`config.mk`:
```
export PLATFORM = sky130hd
export DESIGN_NAME = spi_regport
export DESIGN_NICKNAME = d
export VERILOG_FILES = /design/src/rtl/spi_regport_pkg.sv /design/src/rtl/spi_regport_sync.sv /design/src/rtl/spi_regport_frame.sv /design/src/rtl/spi_regport_regs.sv /design/src/rtl/spi_regport.sv
export SDC_FILE = /design/constraint.sdc
export NUM_CORES = 1
export LEC_CHECK = 0
export ABC_AREA = 1
export BUFFER_PORTS_ARGS = -buffer_cell sky130_fd_sc_hd__buf_2
export CORE_UTILIZATION = 60
export CTS_CLUSTER_DIAMETER = 60
export DETAILED_ROUTE_END_ITERATION = 7
export PLACE_DENSITY = 0.78
export RECOVER_POWER = 50
export SYNTH_ARGS = -nofsm -noshare
export SYNTH_HDL_FRONTEND = slang
export SYNTH_SLANG_ARGS = --single-unit
```
`constraint.sdc`:
```
create_clock -name clk -period 12.9 [get_ports clk]
set_clock_uncertainty 0.05 [all_clocks]
set_input_delay 2.58 -clock clk [delete_from_list [all_inputs] [get_ports clk]]
set_output_delay 2.58 -clock clk [all_outputs]
set_load 0.01 [all_outputs]
```
`src/rtl/spi_regport_pkg.sv`:
```
package spi_regport_pkg;
  typedef enum logic [1:0] {
    ST_IDLE,
    ST_CTRL,
    ST_DATA,
    ST_DONE
  } frame_st_e;
endpackage

```
`src/rtl/spi_regport_sync.sv`:
```
module spi_regport_sync #(
  parameter int WIDTH = 3,
  parameter int STAGES = 2,
  parameter logic [WIDTH-1:0] RST_VAL = '0
) (
  input  logic             clk,
  input  logic             rst_n,
  input  logic [WIDTH-1:0] din,
  output logic [WIDTH-1:0] dout
);
  for (genvar b = 0; b < WIDTH; b++) begin : g_bit
    logic [STAGES-1:0] chain;
    always_ff @(posedge clk or negedge rst_n) begin
      if (!rst_n) chain <= {STAGES{RST_VAL[b]}};
      else        chain <= {chain[STAGES-2:0], din[b]};
    end
    assign dout[b] = chain[STAGES-1];
  end
endmodule

```
`src/rtl/spi_regport_frame.sv`:
```
module spi_regport_frame
  import spi_regport_pkg::*;
#(
  parameter int ADDR_W = 14,
  parameter int DATA_W = 8
) (
  input  logic              clk,
  input  logic              rst_n,
  input  logic              cpol,
  input  logic              cpha,
  input  logic              lsb_first,
  input  logic              sclk_s,
  input  logic              mosi_s,
  input  logic              csn_s,
  input  logic [DATA_W-1:0] rdata,
  output logic [ADDR_W-1:0] bus_addr,
  output logic [DATA_W-1:0] bus_wdata,
  output logic              bus_wr,
  output logic              bus_rd,
  output logic              miso
);
  localparam int CTRL_BITS = ADDR_W + 2;
  localparam int CW = $clog2(CTRL_BITS);
  localparam int BW = $clog2(DATA_W);

  frame_st_e         st, st_n;
  logic [CW-1:0]     cnt, cnt_n;
  logic [BW-1:0]     bcnt, bcnt_n;
  logic              rw, rw_n, burst, burst_n;
  logic [ADDR_W-1:0] adr_sr, adr_sr_n, cur, cur_n, baddr_n;
  logic [DATA_W-1:0] rx_n, rx, tx, tx_n, wd_n;
  logic              wr_n, rd_n, miso_n;
  logic              sclk_q, csn_q;
  logic              rise, fall, lead, trail, smp, shf, start;

  assign rise  = sclk_s & ~sclk_q;
  assign fall  = ~sclk_s & sclk_q;
  assign lead  = cpol ? fall : rise;
  assign trail = cpol ? rise : fall;
  assign smp   = cpha ? trail : lead;
  assign shf   = cpha ? lead : trail;
  assign start = csn_q & ~csn_s;

  always_comb begin
    st_n = st; cnt_n = cnt; bcnt_n = bcnt; rw_n = rw; burst_n = burst;
    adr_sr_n = adr_sr; cur_n = cur; baddr_n = bus_addr; rx_n = rx;
    wd_n = bus_wdata; wr_n = 1'b0; rd_n = 1'b0; tx_n = tx; miso_n = miso;
    if (bus_rd) tx_n = rdata;
    if (csn_s) begin
      st_n = ST_IDLE;
      miso_n = 1'b0;
    end else if (start) begin
      st_n = ST_CTRL; cnt_n = '0; bcnt_n = '0; miso_n = 1'b0;
    end else begin
      if (shf && st == ST_DATA && rw) begin
        miso_n = lsb_first ? tx[0] : tx[DATA_W-1];
        tx_n   = lsb_first ? (tx >> 1) : (tx << 1);
      end
      if (smp) begin
        unique case (st)
          ST_CTRL: begin
            cnt_n = cnt + CW'(1);
            if (cnt == '0) begin
              rw_n = mosi_s;
            end else if (cnt <= CW'(ADDR_W)) begin
              adr_sr_n = lsb_first ? {mosi_s, adr_sr[ADDR_W-1:1]}
                                   : {adr_sr[ADDR_W-2:0], mosi_s};
            end else begin
              burst_n = mosi_s;
              st_n    = ST_DATA;
              cur_n   = adr_sr;
              baddr_n = adr_sr;
              rd_n    = rw;
            end
          end
          ST_DATA: begin
            rx_n   = lsb_first ? {mosi_s, rx[DATA_W-1:1]} : {rx[DATA_W-2:0], mosi_s};
            bcnt_n = bcnt + BW'(1);
            if (bcnt == BW'(DATA_W - 1)) begin
              bcnt_n = '0;
              if (!rw) begin
                wd_n = rx_n; wr_n = 1'b1; baddr_n = cur;
              end
              if (burst) begin
                cur_n = cur + ADDR_W'(1);
                if (rw) begin
                  baddr_n = cur + ADDR_W'(1);
                  rd_n    = 1'b1;
                end
              end else begin
                st_n = ST_DONE;
              end
            end
          end
          default: ;
        endcase
      end
    end
  end

  always_ff @(posedge clk or negedge rst_n) begin
    if (!rst_n) begin
      st <= ST_IDLE; cnt <= '0; bcnt <= '0; rw <= 1'b0; burst <= 1'b0;
      adr_sr <= '0; cur <= '0; bus_addr <= '0; rx <= '0; bus_wdata <= '0;
      bus_wr <= 1'b0; bus_rd <= 1'b0; tx <= '0; miso <= 1'b0;
      sclk_q <= 1'b0; csn_q <= 1'b1;
    end else begin
      st <= st_n; cnt <= cnt_n; bcnt <= bcnt_n; rw <= rw_n; burst <= burst_n;
      adr_sr <= adr_sr_n; cur <= cur_n; bus_addr <= baddr_n; rx <= rx_n;
      bus_wdata <= wd_n; bus_wr <= wr_n; bus_rd <= rd_n; tx <= tx_n;
      miso <= miso_n; sclk_q <= sclk_s; csn_q <= csn_s;
    end
  end

  p_restart_r7: assert property (@(posedge clk) disable iff (!rst_n)
    start |=> (st == ST_CTRL && cnt == '0 && bcnt == '0));
  p_wr_in_frame_r7: assert property (@(posedge clk) disable iff (!rst_n)
    bus_wr |-> $past(!csn_s));
  p_wr_pulse_r10: assert property (@(posedge clk) disable iff (!rst_n)
    bus_wr |=> !bus_wr);
  p_rd_pulse_r10: assert property (@(posedge clk) disable iff (!rst_n)
    bus_rd |=> !bus_rd);
  p_strobe_excl_r10: assert property (@(posedge clk) disable iff (!rst_n)
    !(bus_wr && bus_rd));
  p_fetch_on_ctrl_end_r5: assert property (@(posedge clk) disable iff (!rst_n)
    ($past(st) == ST_CTRL && st == ST_DATA) |-> (bus_rd == rw));
endmodule

```
`src/rtl/spi_regport_regs.sv`:
```
module spi_regport_regs #(
  parameter int ADDR_W = 14,
  parameter int DATA_W = 8,
  parameter int NREGS  = 16
) (
  input  logic              clk,
  input  logic              rst_n,
  input  logic [ADDR_W-1:0] addr,
  input  logic [DATA_W-1:0] wdata,
  input  logic              wr,
  output logic [DATA_W-1:0] rdata
);
  localparam int IW = $clog2(NREGS);

  logic [NREGS-1:0][DATA_W-1:0] mem;
  logic [NREGS-1:0]             we;
  logic                         in_range;

  assign in_range = (addr < ADDR_W'(NREGS));

  for (genvar g = 0; g < NREGS; g++) begin : g_we
    assign we[g] = wr && in_range && (addr[IW-1:0] == IW'(g));
  end

  always_ff @(posedge clk or negedge rst_n) begin
    if (!rst_n) begin
      mem <= '0;
    end else begin
      for (int i = 0; i < NREGS; i++) begin
        if (we[i]) mem[i] <= wdata;
      end
    end
  end

  assign rdata = in_range ? mem[addr[IW-1:0]] : '0;

  p_oob_ignored_r9: assert property (@(posedge clk) disable iff (!rst_n)
    (wr && !in_range) |=> $stable(mem));
endmodule

```
`src/rtl/spi_regport.sv`:
```
module spi_regport #(
  parameter int ADDR_W = 14,
  parameter int DATA_W = 8,
  parameter int NREGS  = 16,
  parameter int SYNC_STAGES = 2
) (
  input  logic              clk,
  input  logic              rst_n,
  input  logic              spi_sclk,
  input  logic              spi_mosi,
  input  logic              spi_cs_n,
  input  logic              strap_cpol,
  input  logic              strap_cpha,
  input  logic              strap_lsb_first,
  output logic              spi_miso,
  output logic [ADDR_W-1:0] bus_addr,
  output logic [DATA_W-1:0] bus_wdata,
  output logic              bus_wr,
  output logic              bus_rd
);
  logic [1:0]        rst_q;
  logic              rst_sn;
  logic [2:0]        pins_s;
  logic              miso_q;
  logic [DATA_W-1:0] rdata;

  always_ff @(posedge clk or negedge rst_n) begin
    if (!rst_n) rst_q <= 2'b00;
    else        rst_q <= {rst_q[0], 1'b1};
  end
  assign rst_sn = rst_q[1];

  spi_regport_sync #(.WIDTH(3), .STAGES(SYNC_STAGES), .RST_VAL(3'b100)) u_sync (
    .clk(clk), .rst_n(rst_sn),
    .din({spi_cs_n, spi_mosi, spi_sclk}),
    .dout(pins_s)
  );

  spi_regport_frame #(.ADDR_W(ADDR_W), .DATA_W(DATA_W)) u_frame (
    .clk(clk), .rst_n(rst_sn),
    .cpol(strap_cpol), .cpha(strap_cpha), .lsb_first(strap_lsb_first),
    .sclk_s(pins_s[0]), .mosi_s(pins_s[1]), .csn_s(pins_s[2]),
    .rdata(rdata),
    .bus_addr(bus_addr), .bus_wdata(bus_wdata),
    .bus_wr(bus_wr), .bus_rd(bus_rd), .miso(miso_q)
  );

  spi_regport_regs #(.ADDR_W(ADDR_W), .DATA_W(DATA_W), .NREGS(NREGS)) u_regs (
    .clk(clk), .rst_n(rst_sn),
    .addr(bus_addr), .wdata(bus_wdata), .wr(bus_wr), .rdata(rdata)
  );

  assign spi_miso = miso_q & ~spi_cs_n;
endmodule

```
* After elaboration in Yosys (flattened, before gate mapping) *
Index checks and enable logic that the tools add are counted.

storage, ports and cells
  register bits after elaboration = 218
  latch bits = 0
  RAM bits = 0
  ROM bits = 0
  output and inout port bits = 25
  memories = 0

operators by class
  add/sub/neg operators = 3
  multiply operators = 0
  div/mod/pow operators = 0
  magnitude comparators = 3
  eq/ne operators = 26
  shifts and indexed selects = 0
  multiplexer cells = 58
  bitwise operators = 12
  reduce and logical (&&, ||, !) cells = 38

operator list
  cell                                                    number
  2-to-1 mux 14 bit                                       9
  2-to-1 mux 8 bit                                        8
  one-hot mux 14 bit (2 select lines)                     2
  binary-select mux 8 bit (select 4 bit)                  1
  == test 4 bit (second input constant)                   8
  AND reduction 6 bit                                     4
  2-to-1 mux 1 bit                                        22
  logical AND 1 bit                                       19
  == test 4 x 3 -> 1 bit (second input constant)          4
  adder 14 x 1 -> 14 bit (second input constant)          1
  < comparator 14 x 5 -> 1 bit (second input constant)    1
  2-to-1 mux 2 bit                                        7
  2-to-1 mux 3 bit                                        4
  2-to-1 mux 4 bit                                        3
  inequality test 4 x 3 -> 1 bit (second input constant)  3
  == test 4 x 2 -> 1 bit (second input constant)          2
  zero test 4 bit                                         2
  NOT 1 bit                                               8
  AND reduction 8 bit                                     1
  nonzero test 2 bit                                      4
  AND reduction 7 bit                                     1
  inequality test 2 bit (second input constant)           3
  AND reduction 3 bit                                     2
  nonzero test 3 bit                                      2
  other kinds (16)                                        19

* Logic depth before layout (Yosys ltp) *
  word-level depth = 9
  gate-level depth with buffers = 12

* Cells and area by module *
A second synthesis with hierarchy kept.

unflattened totals
  cells, all modules = 1596
  area, all modules = 11995.3 sq um

modules (own cells, without submodules)
  module             times used  cells each  area an instance (sq um)  sequential area each (sq um)
  spi_regport_regs   1           933         7015.5                    3203.1
  spi_regport_frame  1           649         4740.8                    2053.2
  spi_regport_sync   1           9           175.2                     152.6
  spi_regport        1           5           63.8                      50.0

* Worst setup path before layout *
Ideal clock, no wire load.

  path type = input-to-output
  start = input port spi_cs_n
  end = output port spi_miso
  arrival = 2749 ps
  setup slack = 7521 ps
  cell stages on the path = 1
  cells stage by stage = nor2_1

on the way
  cells in the longest elaborated chain, start to end = 2

RTL lines
  what               line               text
  start, declared    spi_regport.sv:11  input logic spi_cs_n,
  NOT 1 bit          spi_regport.sv:53  assign spi_miso = miso_q & ~spi_cs_n;
  bitwise AND 1 bit  spi_regport.sv:53
  end, declared      spi_regport.sv:15  output logic spi_miso,

No other way between the ends.

==> key figures <==
Floorplan
  • Die ar.: 18500 sq um
  • Row Count: 48
  • Chip width: 136 microns
  • Ports: 33
  • Die H: 136 microns
  • Core ar.: 17400 sq um
  • Initial Utilization: 61.9%

Synth
  • Seq/Total Area, Yosys: just over 50%
  • Leading cell types by total area after synthesis: dfrtp_1 (50%), nand2_1 (14%), o21ai_0 (10%)
  • Total nets after synthesis: 1414
  • Yosys top cell area share: 49.9%
  • Post-synthesis cell area: 10800 sq um
  • Synth Instances: approximately 1400
  • Syn avg cell area: 7.72 sq um
  • FFs w/ async S/R, synth: 100%
  • Distinct cell type count of the synthesized netlist: 41
  • Warnings, synthesis: 0
  • EDFF count, synth: 0
  • Ys flop type: dfrtp_1
  • FF+latch count, synth: roughly 220
  • Largest area contributor in the netlist: dfrtp_1

STA
  • Final worst-path cycle share: approximately half
  • Worst Tran Pin Value: slightly above 4 ns
  • RSZ-0062 raised after global routing: no
  • Min cycle time layout: 6.47 ns
  • Final setup fails: 0
  • Fin. max-slew vios: 221
  • Max Clk Rate: 155 MHz
  • Total negative slack: 0 ns
  • Max_slew headroom: -171%
  • Hold Violations, Final: 0

Clocking
  • Clock edge transition at the registers on the reported setup and hold paths: 0.06 ns
  • Hold-fix buffers, CTS: 0
  • Clock sinks: 218
  • # Post-CTS Setup Buffers: 0
  • Clock buffer depth: 3
  • Post_cts resized: 0
  • Worst-Skew Late Latency: roughly 0.52 ns
  • Clock root buffer: clkbuf_16
  • CTS buffer count: 24
  • H-tree levels: 1
  • CTS tree: built

Worst setup path
  • Slowest-stage cell, CP: clkbuf_1
  • Setup crit end kind: asynchronous set/reset pin
  • Crit path cell chain: clkbuf_1
  • CP Data Arrival Time: 6.09 ns
  • WP data required: around 13 ns
  • Kind of critical path: reg2async
  • Worst setup SP type: flip-flop
  • Delay-heaviest family, CP: buffers and inverters
  • WP buf/inv: 1
  • CP max stage delay: 2.98 ns
  • CP Max Fanout: 79

Global routing
  • Largest net degree at the start of global routing: 80
  • Total GRT Usage: ~29%
  • First-pass GRT wire length: 43000 microns
  • Vias in the first global route: 8530
  • GR Overflow Total: 0
  • Antenna violations before repair: 0

Finish
  • Final design utilization: 66.8%
  • Ant. Diodes: 0
  • Finished Cell Area: 11600 sq um
  • Area delta synth->final: 7.85%
  • Layout cells sized above 1: 6.08%
  • Final net count: between 1000 and 1500

Pwr
  • Design Power: between 1.5 and 2 mW
  • PwrDens: 139 nW/um^2
  • Leakage power total: 5.71 nW
  • Max IR drop VDD: 0.118 mV

Drt
  • Routed WL per cell: 16.0 microns
  • Avg Vias per Cell: 5.57
  • DRT Wirelength: 26300 microns
  • ANT nets after route: 0
  • Initial DRC Count: around 760
  • Vias: around 9100
  • First-pass DRT Iterations: 5
  • DR DRC count: 0

Job
  • Max cap viols: 3

Hold path
  • Worst Hold Class: reg2reg

Placed design
  • Gp weighted congestion: roughly 0.94
  • Post-DP Area: between 10000 and 15000 sq um
  • Port Buf Inserts: 32
  • Detailed Place HPWL: 17200 microns

Outcome
  • Failing checks: max-capacitance violations, max-slew violations
  • Status: complete, but fails checks
## synth_stat cells (14+ instances only)
cell type    n
o21ai_0    223
clkbuf_1    28
nor2_1     228
nand2_1    413
dfrtp_1    215
nand4_1     14
buf_2       28
inv_1       83
a21oi_1     28
nand3_1     52
## layout make-up
class,instances,area (sq um)
flip-flops and latches,218,5460
multi-input cells,1029,4610
inverters,87,327
repair buffers,39,199
well taps,225,282
fillers,1477,5780
clock inverters,5,27.5
clock buffers,37,731
## where the power goes
part	total (mW)	leakage (nW)	switching, mW	internal, mW
clock network	0.657	0.374	0.270	0.387
logic	0.185	2.41	0.122	0.0628
registers	0.774	2.93	0.0485	0.726
total	1.62	5.71	0.441	1.18
## path summary, 6_finish.rpt
check | startpoint | endpoint | slack [ns] | depth (start not counted)
hold reg to reg | u_sync.g_bit[0].chain[0] | u_sync.g_bit[0].chain[1] | 0.29 | 0
max in group clk | spi_cs_n | spi_miso | 7.39 | 3
hold / removal | u_sync.g_bit[0].chain[0] | u_sync.g_bit[0].chain[1] | 0.29 | 0
min in group asynchronous | rst_q[1] | u_frame.bcnt[0] | 1.30 | 0
setup reg to reg | rst_q[1] | u_regs.mem[15] | 6.43 | 1
setup / recovery | rst_q[1] | u_regs.mem[15] | 6.43 | 1
## sequential cells by signal (all words and copies together) (netlist names)
| signal | cells |
|---|---|
| u_regs.mem | 128 |
| u_frame.adr_sr | 14 |
| u_frame.bus_addr | 14 |
| u_frame.cur | 14 |
| u_frame.bus_wdata | 8 |
| u_frame.rx | 8 |
| u_frame.tx | 8 |
| u_sync.g_bit.chain | 6 |
| u_frame.cnt | 4 |
| u_frame.bcnt | 3 |
| rst_q | 2 |
| u_frame.st | 2 |
| u_frame.burst | 1 |
| u_frame.bus_rd | 1 |
| u_frame.bus_wr | 1 |
| u_frame.csn_q | 1 |
| u_frame.miso | 1 |
| u_frame.rw | 1 |
| u_frame.sclk_q | 1 |
## routing by layer
metal / part of all wire (%) / vias to the layer above / wire length, microns / track usage, %
met5: 0 / - / 0 / 0
met2: 47 / 250 / 12500 / 48.4
li1: - / 4484 / - / -
met4: 3.8 / 0 / 997 / 11.2
met3: 5.0 / 63 / 1330 / 3.65
met1: 44 / 4339 / 11500 / 39.6
## through the flow
stage	hold slack (ns)	setup WS (ns)	cells
global route	0.296	5.02	1640
floorplan	0.281	6.33	1398
global placement	0.283	7.37	1598
detailed placement	0.291	7.37	1598
finish	0.291	6.43	1640
CTS	0.298	7.36	1640
## kinds of logic after synthesis
group / Yosys count / synth area share [%]
DFF: 218 / 50.6
AOI/OAI and AO/OA: 276 / 13.2
buffers and inverters: 151 / 5.92
xor gates and xnor gates: 2 / 0.162
adders and majority gates: 8 / 0.928
muxes: 8 / 0.742
other: 1 / 0.0348
and+or+nand+nor: 734 / 28.4
## cells in the final DEF, fill, tap and decap left out, types with 2 or more instances in the layout
cell       count
dfstp_2        2
o21ai_1        3
clkbuf_1      11
buf_2         30
nand3b_1       2
ha_1           8
o21bai_1       7
inv_2          2
nor3_1         5
clkbuf_16     25
o21ai_0      226
a21oi_1       28
nand4_1       16
mux2i_1        8
nor2_1       228
clkbuf_8       6
clkinv_1       2
inv_1         83
buf_4          4
nand3_4        4
o22ai_1        2
nand2_1      413
nand3_1       56
dfrtp_1      215
a21boi_0       7
a31oi_1        2
nor2_2         3
clkinv_2       4
(Power assumes the default switching activity.)
